## config.mk

```make
export PLATFORM = sky130hd
export DESIGN_NAME = i2c_cmd_seq
export DESIGN_NICKNAME = d
export VERILOG_FILES = /design/src/rtl/i2c_seq_pkg.sv /design/src/rtl/i2c_seq_div.sv /design/src/rtl/i2c_seq_ctrl.sv /design/src/rtl/i2c_cmd_seq.sv
export SDC_FILE = /design/constraint.sdc
export NUM_CORES = 1
export LEC_CHECK = 0
export ABC_AREA = 1
export BUFFER_PORTS_ARGS = -buffer_cell sky130_fd_sc_hd__buf_2
export CAP_MARGIN = 10
export CORE_MARGIN = 4
export CORE_UTILIZATION = 30
export CTS_BUF_LIST = sky130_fd_sc_hd__clkbuf_4 sky130_fd_sc_hd__clkbuf_8
export DETAILED_ROUTE_END_ITERATION = 16
export PLACE_DENSITY = 0.57
export SYNTH_ARGS = -nofsm -noshare
export SYNTH_HDL_FRONTEND = slang
export SYNTH_SLANG_ARGS = --single-unit
```

## constraint.sdc

```tcl
create_clock -name clk_i -period 1.98 [get_ports clk_i]
set_input_delay 0.198 -clock clk_i [delete_from_list [all_inputs] [get_ports clk_i]]
set_output_delay 0.198 -clock clk_i [all_outputs]
set_load 0.01 [all_outputs]
```

## src/rtl/i2c_seq_pkg.sv

```systemverilog
package i2c_seq_pkg;
  typedef enum logic [1:0] {
    OP_START = 2'd0,
    OP_STOP  = 2'd1,
    OP_WRITE = 2'd2,
    OP_READ  = 2'd3
  } eng_op_e;

  typedef enum logic [2:0] {
    ST_IDLE,
    ST_DIV,
    ST_LOAD,
    ST_START,
    ST_ADDR,
    ST_DATA,
    ST_END,
    ST_STOP
  } seq_st_e;
endpackage

```

## src/rtl/i2c_seq_div.sv

```systemverilog
module i2c_seq_div #(
  parameter int SPD_W     = 16,
  parameter int NUM       = 1000,
  parameter int MIN_DLY   = 12,
  parameter int DEF_SPEED = 100,
  localparam int Q_W      = $clog2(NUM + 1),
  localparam int QD_W     = Q_W - 2,
  localparam int CNT_W    = $clog2(Q_W + 1)
) (
  input  logic             clk_i,
  input  logic             rst_ni,
  input  logic             start_i,
  input  logic [SPD_W-1:0] speed_i,
  output logic             done_o,
  output logic [QD_W-1:0]  qdelay_o
);
  logic [Q_W-1:0]   dvd_q, quo_q, quo_nx, full;
  logic [SPD_W:0]   rem_q, rem_sh, rem_nx;
  logic [SPD_W-1:0] dvs_q;
  logic [CNT_W-1:0] cnt_q;
  logic             run_q, take;

  // restoring divider, one quotient bit per cycle
  assign rem_sh = {rem_q[SPD_W-1:0], dvd_q[Q_W-1]};
  assign take   = rem_sh >= {1'b0, dvs_q};
  assign rem_nx = take ? rem_sh - {1'b0, dvs_q} : rem_sh;
  assign quo_nx = {quo_q[Q_W-2:0], take};
  assign full   = (quo_nx < Q_W'(MIN_DLY)) ? Q_W'(MIN_DLY) : quo_nx;

  always_ff @(posedge clk_i or negedge rst_ni) begin
    if (!rst_ni) begin
      dvd_q    <= '0;
      quo_q    <= '0;
      rem_q    <= '0;
      dvs_q    <= '0;
      cnt_q    <= '0;
      run_q    <= 1'b0;
      done_o   <= 1'b0;
      qdelay_o <= '0;
    end else begin
      done_o <= 1'b0;
      if (start_i) begin
        dvd_q <= Q_W'(NUM);
        quo_q <= '0;
        rem_q <= '0;
        dvs_q <= (speed_i == '0) ? SPD_W'(DEF_SPEED) : speed_i;
        cnt_q <= CNT_W'(Q_W);
        run_q <= 1'b1;
      end else if (run_q) begin
        dvd_q <= {dvd_q[Q_W-2:0], 1'b0};
        rem_q <= rem_nx;
        quo_q <= quo_nx;
        cnt_q <= cnt_q - CNT_W'(1);
        if (cnt_q == CNT_W'(1)) begin
          run_q    <= 1'b0;
          done_o   <= 1'b1;
          qdelay_o <= full[Q_W-1:2];
        end
      end
    end
  end

  p_qdelay_floor_r1: assert property (@(posedge clk_i) disable iff (!rst_ni)
    done_o |-> qdelay_o >= QD_W'(MIN_DLY >> 2));
endmodule

```

## src/rtl/i2c_seq_ctrl.sv

```systemverilog
module i2c_seq_ctrl
  import i2c_seq_pkg::*;
#(
  parameter int NPAY    = 4,
  parameter int LEN_W   = 4,
  parameter int BUF_AW  = 6,
  localparam int NUM_W  = $clog2(NPAY + 1),
  localparam int PIDX_W = $clog2(NPAY)
) (
  input  logic              clk_i,
  input  logic              rst_ni,
  input  logic              go_i,
  input  logic [NUM_W-1:0]  num_pay_i,
  output logic              div_start_o,
  input  logic              div_done_i,
  output logic [PIDX_W-1:0] desc_idx_o,
  input  logic [6:0]        desc_addr_i,
  input  logic              desc_rd_i,
  input  logic [LEN_W-1:0]  desc_len_i,
  input  logic [BUF_AW-1:0] desc_base_i,
  output logic [BUF_AW-1:0] buf_addr_o,
  output logic              buf_we_o,
  output logic [7:0]        buf_wdata_o,
  input  logic [7:0]        buf_rdata_i,
  output logic              eng_req_o,
  output logic [1:0]        eng_op_o,
  output logic [7:0]        eng_wdata_o,
  output logic              eng_more_o,
  input  logic              eng_done_i,
  input  logic              eng_ok_i,
  input  logic [7:0]        eng_rdata_i,
  output logic              done_o,
  output logic              pass_o
);
  seq_st_e           st_q;
  logic [NUM_W-1:0]  num_q;
  logic [PIDX_W-1:0] pidx_q;
  logic [6:0]        addr7_q;
  logic              rd_q, mot_q, fail_q, issued_q, done_q, pass_q;
  logic [LEN_W-1:0]  len_q, cnt_q;
  logic [BUF_AW-1:0] base_q;
  logic              op_st, fire, last_byte;

  assign op_st       = st_q inside {ST_START, ST_ADDR, ST_DATA, ST_STOP};
  assign eng_req_o   = op_st && !issued_q;
  assign fire        = issued_q && eng_done_i;
  assign last_byte   = (cnt_q + LEN_W'(1)) == len_q;
  assign desc_idx_o  = pidx_q;
  assign div_start_o = (st_q == ST_IDLE) && go_i;
  assign buf_addr_o  = base_q + BUF_AW'(cnt_q);
  assign buf_wdata_o = eng_rdata_i;
  assign buf_we_o    = (st_q == ST_DATA) && rd_q && fire && eng_ok_i;
  assign eng_more_o  = (st_q == ST_DATA) && rd_q && !last_byte;
  assign done_o      = done_q;
  assign pass_o      = pass_q;

  always_comb begin
    eng_op_o    = OP_START;
    eng_wdata_o = 8'h00;
    unique case (st_q)
      ST_ADDR: begin
        eng_op_o    = OP_WRITE;
        eng_wdata_o = {addr7_q, rd_q};
      end
      ST_DATA: begin
        eng_op_o    = rd_q ? OP_READ : OP_WRITE;
        eng_wdata_o = rd_q ? 8'h00 : buf_rdata_i;
      end
      ST_STOP: eng_op_o = OP_STOP;
      default: ;
    endcase
  end

  always_ff @(posedge clk_i or negedge rst_ni) begin
    if (!rst_ni) begin
      st_q     <= ST_IDLE;
      num_q    <= '0;
      pidx_q   <= '0;
      addr7_q  <= '0;
      rd_q     <= 1'b0;
      mot_q    <= 1'b0;
      fail_q   <= 1'b0;
      issued_q <= 1'b0;
      done_q   <= 1'b0;
      pass_q   <= 1'b0;
      len_q    <= '0;
      cnt_q    <= '0;
      base_q   <= '0;
    end else begin
      done_q <= 1'b0;
      if (eng_req_o) issued_q <= 1'b1;
      else if (eng_done_i) issued_q <= 1'b0;
      unique case (st_q)
        ST_IDLE: if (go_i) begin
          num_q  <= num_pay_i;
          pidx_q <= '0;
          fail_q <= 1'b0;
          st_q   <= ST_DIV;
        end
        ST_DIV: if (div_done_i) begin
          if (num_q == '0) begin
            done_q <= 1'b1;
            pass_q <= 1'b1;
            st_q   <= ST_IDLE;
          end else begin
            st_q <= ST_LOAD;
          end
        end
        ST_LOAD: begin
          addr7_q <= desc_addr_i;
          rd_q    <= desc_rd_i;
          len_q   <= desc_len_i;
          base_q  <= desc_base_i;
          cnt_q   <= '0;
          mot_q   <= (NUM_W'(pidx_q) + NUM_W'(1)) != num_q;
          st_q    <= ST_START;
        end
        ST_START: if (fire) begin
          fail_q <= !eng_ok_i;
          st_q   <= eng_ok_i ? ST_ADDR : ST_STOP;
        end
        ST_ADDR: if (fire) begin
          if (!eng_ok_i) begin
            fail_q <= 1'b1;
            st_q   <= ST_STOP;
          end else begin
            st_q <= (len_q == '0) ? ST_END : ST_DATA;
          end
        end
        ST_DATA: if (fire) begin
          if (!eng_ok_i) begin
            fail_q <= 1'b1;
            st_q   <= ST_STOP;
          end else if (last_byte) begin
            st_q <= ST_END;
          end else begin
            cnt_q <= cnt_q + LEN_W'(1);
          end
        end
        ST_END: begin
          if (mot_q) begin
            pidx_q <= pidx_q + PIDX_W'(1);
            st_q   <= ST_LOAD;
          end else begin
            st_q <= ST_STOP;
          end
        end
        ST_STOP: if (fire) begin
          done_q <= 1'b1;
          pass_q <= eng_ok_i && !fail_q;
          st_q   <= ST_IDLE;
        end
        default: st_q <= ST_IDLE;
      endcase
    end
  end

  p_single_req_r10: assert property (@(posedge clk_i) disable iff (!rst_ni)
    eng_req_o |=> !eng_req_o);
  p_done_pulse_r10: assert property (@(posedge clk_i) disable iff (!rst_ni)
    done_o |=> !done_o);
  p_fail_stop_r8: assert property (@(posedge clk_i) disable iff (!rst_ni)
    (issued_q && eng_done_i && !eng_ok_i && eng_op_o != OP_STOP)
      |=> (eng_req_o && eng_op_o == OP_STOP));
  p_done_quiet_r7: assert property (@(posedge clk_i) disable iff (!rst_ni)
    done_o |-> !eng_req_o);
  p_store_on_read_r5: assert property (@(posedge clk_i) disable iff (!rst_ni)
    buf_we_o |-> (eng_op_o == OP_READ && eng_done_i));
endmodule

```

## src/rtl/i2c_cmd_seq.sv

```systemverilog
module i2c_cmd_seq #(
  parameter int NPAY      = 4,
  parameter int LEN_W     = 4,
  parameter int BUF_AW    = 6,
  parameter int SPD_W     = 16,
  parameter int NUM       = 1000,
  parameter int MIN_DLY   = 12,
  parameter int DEF_SPEED = 100,
  localparam int NUM_W    = $clog2(NPAY + 1),
  localparam int PIDX_W   = $clog2(NPAY),
  localparam int QD_W     = $clog2(NUM + 1) - 2
) (
  input  logic              clk_i,
  input  logic              rst_ni,
  input  logic              go_i,
  input  logic [NUM_W-1:0]  num_pay_i,
  input  logic [SPD_W-1:0]  speed_i,
  output logic [PIDX_W-1:0] desc_idx_o,
  input  logic [6:0]        desc_addr_i,
  input  logic              desc_rd_i,
  input  logic [LEN_W-1:0]  desc_len_i,
  input  logic [BUF_AW-1:0] desc_base_i,
  output logic [BUF_AW-1:0] buf_addr_o,
  output logic              buf_we_o,
  output logic [7:0]        buf_wdata_o,
  input  logic [7:0]        buf_rdata_i,
  output logic              eng_req_o,
  output logic [1:0]        eng_op_o,
  output logic [7:0]        eng_wdata_o,
  output logic              eng_more_o,
  output logic [QD_W-1:0]   eng_qdelay_o,
  input  logic              eng_done_i,
  input  logic              eng_ok_i,
  input  logic [7:0]        eng_rdata_i,
  output logic              done_o,
  output logic              pass_o
);
  logic div_start, div_done;

  i2c_seq_div #(
    .SPD_W(SPD_W), .NUM(NUM), .MIN_DLY(MIN_DLY), .DEF_SPEED(DEF_SPEED)
  ) u_div (
    .clk_i    (clk_i),
    .rst_ni   (rst_ni),
    .start_i  (div_start),
    .speed_i  (speed_i),
    .done_o   (div_done),
    .qdelay_o (eng_qdelay_o)
  );

  i2c_seq_ctrl #(
    .NPAY(NPAY), .LEN_W(LEN_W), .BUF_AW(BUF_AW)
  ) u_ctrl (
    .clk_i       (clk_i),
    .rst_ni      (rst_ni),
    .go_i        (go_i),
    .num_pay_i   (num_pay_i),
    .div_start_o (div_start),
    .div_done_i  (div_done),
    .desc_idx_o  (desc_idx_o),
    .desc_addr_i (desc_addr_i),
    .desc_rd_i   (desc_rd_i),
    .desc_len_i  (desc_len_i),
    .desc_base_i (desc_base_i),
    .buf_addr_o  (buf_addr_o),
    .buf_we_o    (buf_we_o),
    .buf_wdata_o (buf_wdata_o),
    .buf_rdata_i (buf_rdata_i),
    .eng_req_o   (eng_req_o),
    .eng_op_o    (eng_op_o),
    .eng_wdata_o (eng_wdata_o),
    .eng_more_o  (eng_more_o),
    .eng_done_i  (eng_done_i),
    .eng_ok_i    (eng_ok_i),
    .eng_rdata_i (eng_rdata_i),
    .done_o      (done_o),
    .pass_o      (pass_o)
  );
endmodule

```

* Yosys cells after proc, flatten, opt, wreduce, memory -nomap -nowiden *
Cells that the tools add are included.
Widths: inputs -> output; s select.

cells by class
  reduce and logical (&&, ||, !) cells = 31
  mux-type cells = 57
  eq/ne operators = 23
  $add $sub $neg = 6
  $lt $le $gt $ge = 2
  bitwise logic cells = 1

operators by type and width
  operator             count
  $mux 16              4
  $mux 10              3
  $mux 3               10
  $pmux 3 s8           1
  $mux 4               5
  $mux 1               19
  $mux 9               2
  $ge 17x16->1         1
  $logic_not 16->1     1
  $pmux 8 s2           1
  $sub 16x16->16       1
  $ne 2x1->1 const B   7
  $eq 3x3->1 const B   4
  $lt 10x4->1 const B  1
  $mux 2               5
  $ne 2x2->1 const B   5
  $reduce_bool 2->1    5
  $logic_and 1x1->1    8
  $mux 8               1
  $pmux 4 s2           1
  $reduce_and 4->1     2
  $reduce_and 7->1     1
  $add 6x4->6          1
  $eq 3x2->1 const B   2
  other kinds (23)     29

storage, ports and cells
  bits in registers = 100
  input port bits = 58
  output and inout port bits = 39

* Depth between registers and ports, before layout *
  word-level depth = 6
  mapped depth = 14
  depth with buffers taken out = 14

* Modules after synthesis *
Synthesis repeated with hierarchy kept, for this count alone.

second synthesis, totals
  cell total of the unflattened synthesis = 755
  area total of the unflattened synthesis = 5855.6 µm²

by module, submodules not included
  module        cells an instance  area an instance (µm²)  times used
  i2c_seq_div   486                3719.8                  1
  i2c_seq_ctrl  269                2135.8                  1

* Least setup slack after synthesis *
No wires, ideal clock.

  path type = reg-to-reg
  start point = reg u_div.rem_q[11]
  end point = reg u_div.rem_q[7]
  required time = 1862 ps
  arrival = 1669 ps
  cell stages (with the launch flop) = 13
  path buffers = 1
  setup time = 118 ps
  path slack = 193 ps
  path through = dfrtp_1 ha_1 nand2_1 inv_2 nand2_1 nand2_1 nand2_1 nand2_1 nor2_4 buf_2 nand3_1 nand3_2 o21ai_2

between the ends
  word-level cells in the longest chain between the ends = 4

ends and longest elaborated chain
  item                    RTL line           source
  start, declared         i2c_seq_div.sv:18  logic [SPD_W:0] rem_q, rem_sh, rem_nx;
  start signal, assigned  i2c_seq_div.sv:51  rem_q <= rem_nx;
  $ge 17x16->1            i2c_seq_div.sv:25  assign take = rem_sh >= {1'b0, dvs_q};
  $mux 16                 i2c_seq_div.sv:26  assign rem_nx = take ? rem_sh - {1'b0, dvs_q} : rem_sh;
  $mux 16                 i2c_seq_div.sv:49  end else if (run_q) begin
  $mux 16                 i2c_seq_div.sv:42  if (start_i) begin

No other way between the ends. The select of a mux whose other input is x is not followed.
A chain may end at the register's enable or synchronous reset.

* Worst setup path in the final report *
  start point = reg u_ctrl.cnt_q[1]
  end point = out eng_more_o

between the ends
  word-level cells in the longest chain between the ends = 4

ends and longest elaborated chain
  item                    RTL line             source
  start, declared         i2c_seq_ctrl.sv:40   logic [LEN_W-1:0] len_q, cnt_q;
  start signal, assigned  i2c_seq_ctrl.sv:137  cnt_q <= cnt_q + LEN_W'(1);
  $add 4x1->4             i2c_seq_ctrl.sv:47   assign last_byte = (cnt_q + LEN_W'(1)) == len_q;
  $eq 4x4->1              i2c_seq_ctrl.sv:47
  $logic_not 1->1         i2c_seq_ctrl.sv:53   assign eng_more_o = (st_q == ST_DATA) && rd_q && !last_byte;
  $logic_and 1x1->1       i2c_seq_ctrl.sv:53
  end, declared           i2c_cmd_seq.sv:30    output logic eng_more_o,

No other way between the ends.

==> impl_results.rst <==
.. list-table::
   :header-rows: 1

   * - Metric
     - Value
   * - Clock network latency to the later pin of the worst-skew pair
     - 380 ps
   * - Die extent in x
     - 148 µm
   * - Number of remaining DRC errors
     - 0
   * - Proportion of total power due to net switching
     - 47.2%
   * - Count of flip-flops with a built-in enable after synthesis
     - 0
   * - # H-tree levels
     - 3
   * - Iteration-0 DRC Markers
     - 291
   * - Cell total after placement
     - 1,077
   * - Detailed-route wire length
     - 16,000 µm
   * - Unrepaired setup endpoints after global routing
     - yes
   * - Worst Tran Pin Value
     - 536 ps
   * - Maximum buffer depth of the clock tree
     - 2
   * - Flops & latches, synth
     - 97
   * - Final cell count without fillers
     - 1,123
   * - Maximum clock frequency
     - 490 MHz
   * - Clock Skew
     - 22.1 ps
   * - Maximum number of pins on one net before global-route repair
     - 33
   * - Number of failing hold endpoints at the final stage
     - 0
   * - Top-Level Pins
     - 97
   * - Routability congestion estimate
     - 0.844
   * - Hold path depth
     - 3
   * - LEAKAGE
     - 3.81 nW
   * - Total number of vias
     - 5,205
   * - Pwr per Cell Area
     - 1930 nW/µm²
   * - Shortest clock period the worst path allows after layout
     - 2040 ps
   * - Critical path capture point type
     - primary output
   * - Maximum vdd drop
     - 0.000770 V
   * - Worst Reg-to-Reg Cells
     - 12
   * - Count of input and output buffers
     - 80
   * - Placeable Area
     - 19,400 µm²
   * - Most common cell in the synthesized netlist
     - sky130_fd_sc_hd__nand2_1
   * - Required time of the worst setup path
     - 1780 ps
   * - Total Routing Usage GR
     - 13.8%
   * - Filler cell count in the final layout
     - 1,977
   * - Synth top area cells
     - sky130_fd_sc_hd__dfrtp_1 (41%), sky130_fd_sc_hd__nand2_1 (12%), sky130_fd_sc_hd__inv_1 (6.6%)
   * - Area of the mapped netlist
     - 5900 µm²
   * - Worst relative slew slack
     - 64.2%
   * - Nets
     - 937
   * - Result of the run
     - finished with violations
   * - Worst path arrival time
     - 1840 ps
   * - Fraction of layout cells with a size suffix above 1
     - 34.6%
   * - Vias in the first global route
     - 5,025
   * - Site Rows
     - 51
   * - DR vias/cell
     - 4.63
   * - # setup viols final
     - 7
   * - Fraction of power consumed by the clock network
     - 10.2%
   * - Share of the yosys chip area belonging to registers
     - 41.1%
   * - Type of element launching the critical path
     - flip-flop
   * - Total negative slack
     - -185 ps
   * - Number of antenna violations at the first check in global routing
     - 0
   * - Vertical die dimension
     - 148 µm
   * - CTS clk-pin slew, worst paths
     - 100 ps
   * - Internal power summed over all cells
     - 0.00785 W
   * - Post-synth ARST share
     - 100%
   * - Count of clock tree sinks
     - 97
   * - Synth-to-Final Area Change
     - 30.1%
   * - Global-route wire length before repair
     - 24,700 µm
   * - Type of the most critical hold path
     - input port to flip-flop
   * - Violations in the final reports
     - negative setup slack
   * - Sum of net half-perimeters after detailed placement
     - 11,200 µm
   * - Count of TritonRoute iterations in the first routing pass
     - 5
   * - Switching power total
     - 0.00700 W
   * - Routed WL per cell
     - 14.2 µm
   * - Overflow after GRT
     - 0
   * - Area fraction of the dominant cell type after synthesis
     - 41.1%
   * - Reg-to-reg setup timing slack
     - -20 ps
   * - Sequential fraction of design power
     - 23.7%
   * - Post-synthesis cell type count
     - 48
   * - Synthesis Warnings
     - 0
   * - Die Outline Area
     - 22,000 µm²
   * - Most used flip-flop cell after synthesis
     - sky130_fd_sc_hd__dfrtp_1
   * - Post-synth top area cell
     - sky130_fd_sc_hd__dfrtp_1
   * - Diode count
     - 0
   * - Mapped Avg Cell Area
     - 8.05 µm²
   * - CTS Root Buffer Type
     - sky130_fd_sc_hd__clkbuf_8
   * - Largest fanout on the critical path
     - 4
   * - Final core occ
     - 39.6%
   * - Worst Slack Setup Final
     - -62.7 ps
   * - Worst setup path category
     - flip-flop to primary output
   * - Reported max-cap violation count
     - 0
   * - Instance count of the mapped netlist
     - 733
   * - Relative contribution of combinational cells to total power
     - 66.1%
   * - Fin crit share
     - 103%
   * - Final ANT Viol Nets
     - 0
   * - Total clock buffers created by CTS
     - 9
   * - Ranking of synthesized cells by instance count
     - sky130_fd_sc_hd__nand2_1 (190), sky130_fd_sc_hd__inv_1 (103), sky130_fd_sc_hd__dfrtp_1 (97)
   * - Starting density of the core
     - 30.4%
   * - CTS tree
     - done
   * - Max-slew violation count
     - 0
   * - Syn nets
     - 817
## logic make-up (layout without fill, tap and decap cells)
group	Yosys count	count (layout)	synth area share [%]
xor+xnor	17	17	2.52
buf+inv	146	269	10.7
flops	97	97	41.1
fa+ha+maj	26	26	5.77
compound gates	95	95	9.99
simple gates	340	342	27.6
mux	12	12	2.29
## layout make-up
cell class                 instances  area [µm²]  area share, %
multi-input combinational        492        3350           43.6
sequential                        97        2430           31.7
timing repair buffer             133         883           11.5
inverter                         120         458           5.96
tap                              265         332           4.32
clock buffer                      11         139           1.81
clock inverter                     5        86.3           1.12
## sequential cells by signal (all words and copies together), names as in the netlist, 6 cells and up
name and cells:
u_ctrl.addr7_q 7, u_ctrl.base_q 6, u_div.dvd_q 7, u_div.dvs_q 16
u_div.qdelay_o 8, u_div.quo_q 9, u_div.rem_q 16
## timing repair
action,4_1_cts,5_1_grt
setup endpoints to repair,29,27
endpoints found under the hold margin,30,0
pin swaps,7,34
setup buffers,12,13
resized for setup,16,96
cloned,0,4
hold buffers,2,0
## critical path, cell delays in order (launching register included)
cell                      delay (ps)
sky130_fd_sc_hd__dfrtp_2         480
sky130_fd_sc_hd__ha_4            300
sky130_fd_sc_hd__xnor2_2         110
sky130_fd_sc_hd__o21ai_1         100
sky130_fd_sc_hd__nor2_1          140
sky130_fd_sc_hd__nand2_1         100
sky130_fd_sc_hd__nand2_1          70
sky130_fd_sc_hd__nor2_1           40
sky130_fd_sc_hd__buf_2           130
## path summary, 6_finish.rpt
check / end / from
max in group asynchronous: u_div.dvs_q[8] / rst_ni
setup / recovery: eng_more_o / u_ctrl.cnt_q[1]
hold / removal: u_ctrl.num_q[2] / num_pay_i[2]
min in group asynchronous: u_div.qdelay_o[6] / rst_ni
setup reg to reg: u_ctrl.cnt_q[2] / u_ctrl.cnt_q[1]
hold reg to reg: u_div.qdelay_o[3] / u_div.qdelay_o[3]
## cells in the final DEF (no fill, tap or decap), types with 7 or more instances in the layout
master                     Yosys  routed
sky130_fd_sc_hd__buf_4        11      42
sky130_fd_sc_hd__xnor2_1      10       7
sky130_fd_sc_hd__clkbuf_8      0       9
sky130_fd_sc_hd__o21ai_1      15      13
sky130_fd_sc_hd__nand4_1       8       8
sky130_fd_sc_hd__inv_1       103      93
sky130_fd_sc_hd__buf_2         9      79
sky130_fd_sc_hd__nand3b_1      7       7
sky130_fd_sc_hd__inv_2        15      25
sky130_fd_sc_hd__nor2_4        6       8
sky130_fd_sc_hd__nor4_1        7       7
sky130_fd_sc_hd__nand3_1      47      35
sky130_fd_sc_hd__a21oi_1      18      16
sky130_fd_sc_hd__o22ai_1      10      10
sky130_fd_sc_hd__nor2_1       32      30
sky130_fd_sc_hd__a32o_1        7       7
sky130_fd_sc_hd__nor3_1        8       8
sky130_fd_sc_hd__nand3_2      12      21
sky130_fd_sc_hd__o21ai_2       3       8
sky130_fd_sc_hd__nand2_2       6      25
sky130_fd_sc_hd__o21ai_0      25      21
sky130_fd_sc_hd__nand2_1     190     171
sky130_fd_sc_hd__a22oi_1       7       7
sky130_fd_sc_hd__ha_4          0      18
sky130_fd_sc_hd__dfrtp_1      97      94
## through the flow
step / total power [W] / worst slack [ps] / area, µm² / hold slack [ps]
final: 0.0149 / -62.7 / 7680 / 28.2
after floorplan: 0.00933 / 193 / 5900 / -97.6
after global routing: 0.0162 / -188 / 7680 / 2.36
after detailed placement: 0.0113 / -18.8 / 6660 / 178
after CTS: 0.0131 / -105 / 7070 / 7.76
after global placement: 0.0113 / -69.4 / 6660 / 180
## per-layer routing
| metal | track usage [%] | wire [µm] | up-vias |
|---|---|---|---|
| li1 | - | - | 2602 |
| met1 | 18.2 | 7250 | 2479 |
| met2 | 23.7 | 7750 | 109 |
| met3 | 2.13 | 806 | 15 |
| met4 | 3.65 | 180 | 0 |
| met5 | 0 | 0 | - |
## power groups by stage
stage / clock, W / sequential [W] / combinational [W]
2_1_floorplan: 0 / 0.00337 / 0.00596
5_1_grt: 0.00164 / 0.00362 / 0.0109
3_5_place_dp: 0 / 0.00345 / 0.00787
6_report: 0.00152 / 0.00352 / 0.00982
4_1_cts: 0.00157 / 0.00342 / 0.00815
3_3_place_gp: 0 / 0.00343 / 0.00784
No activity file was read; power rests on OpenSTA's default activity.
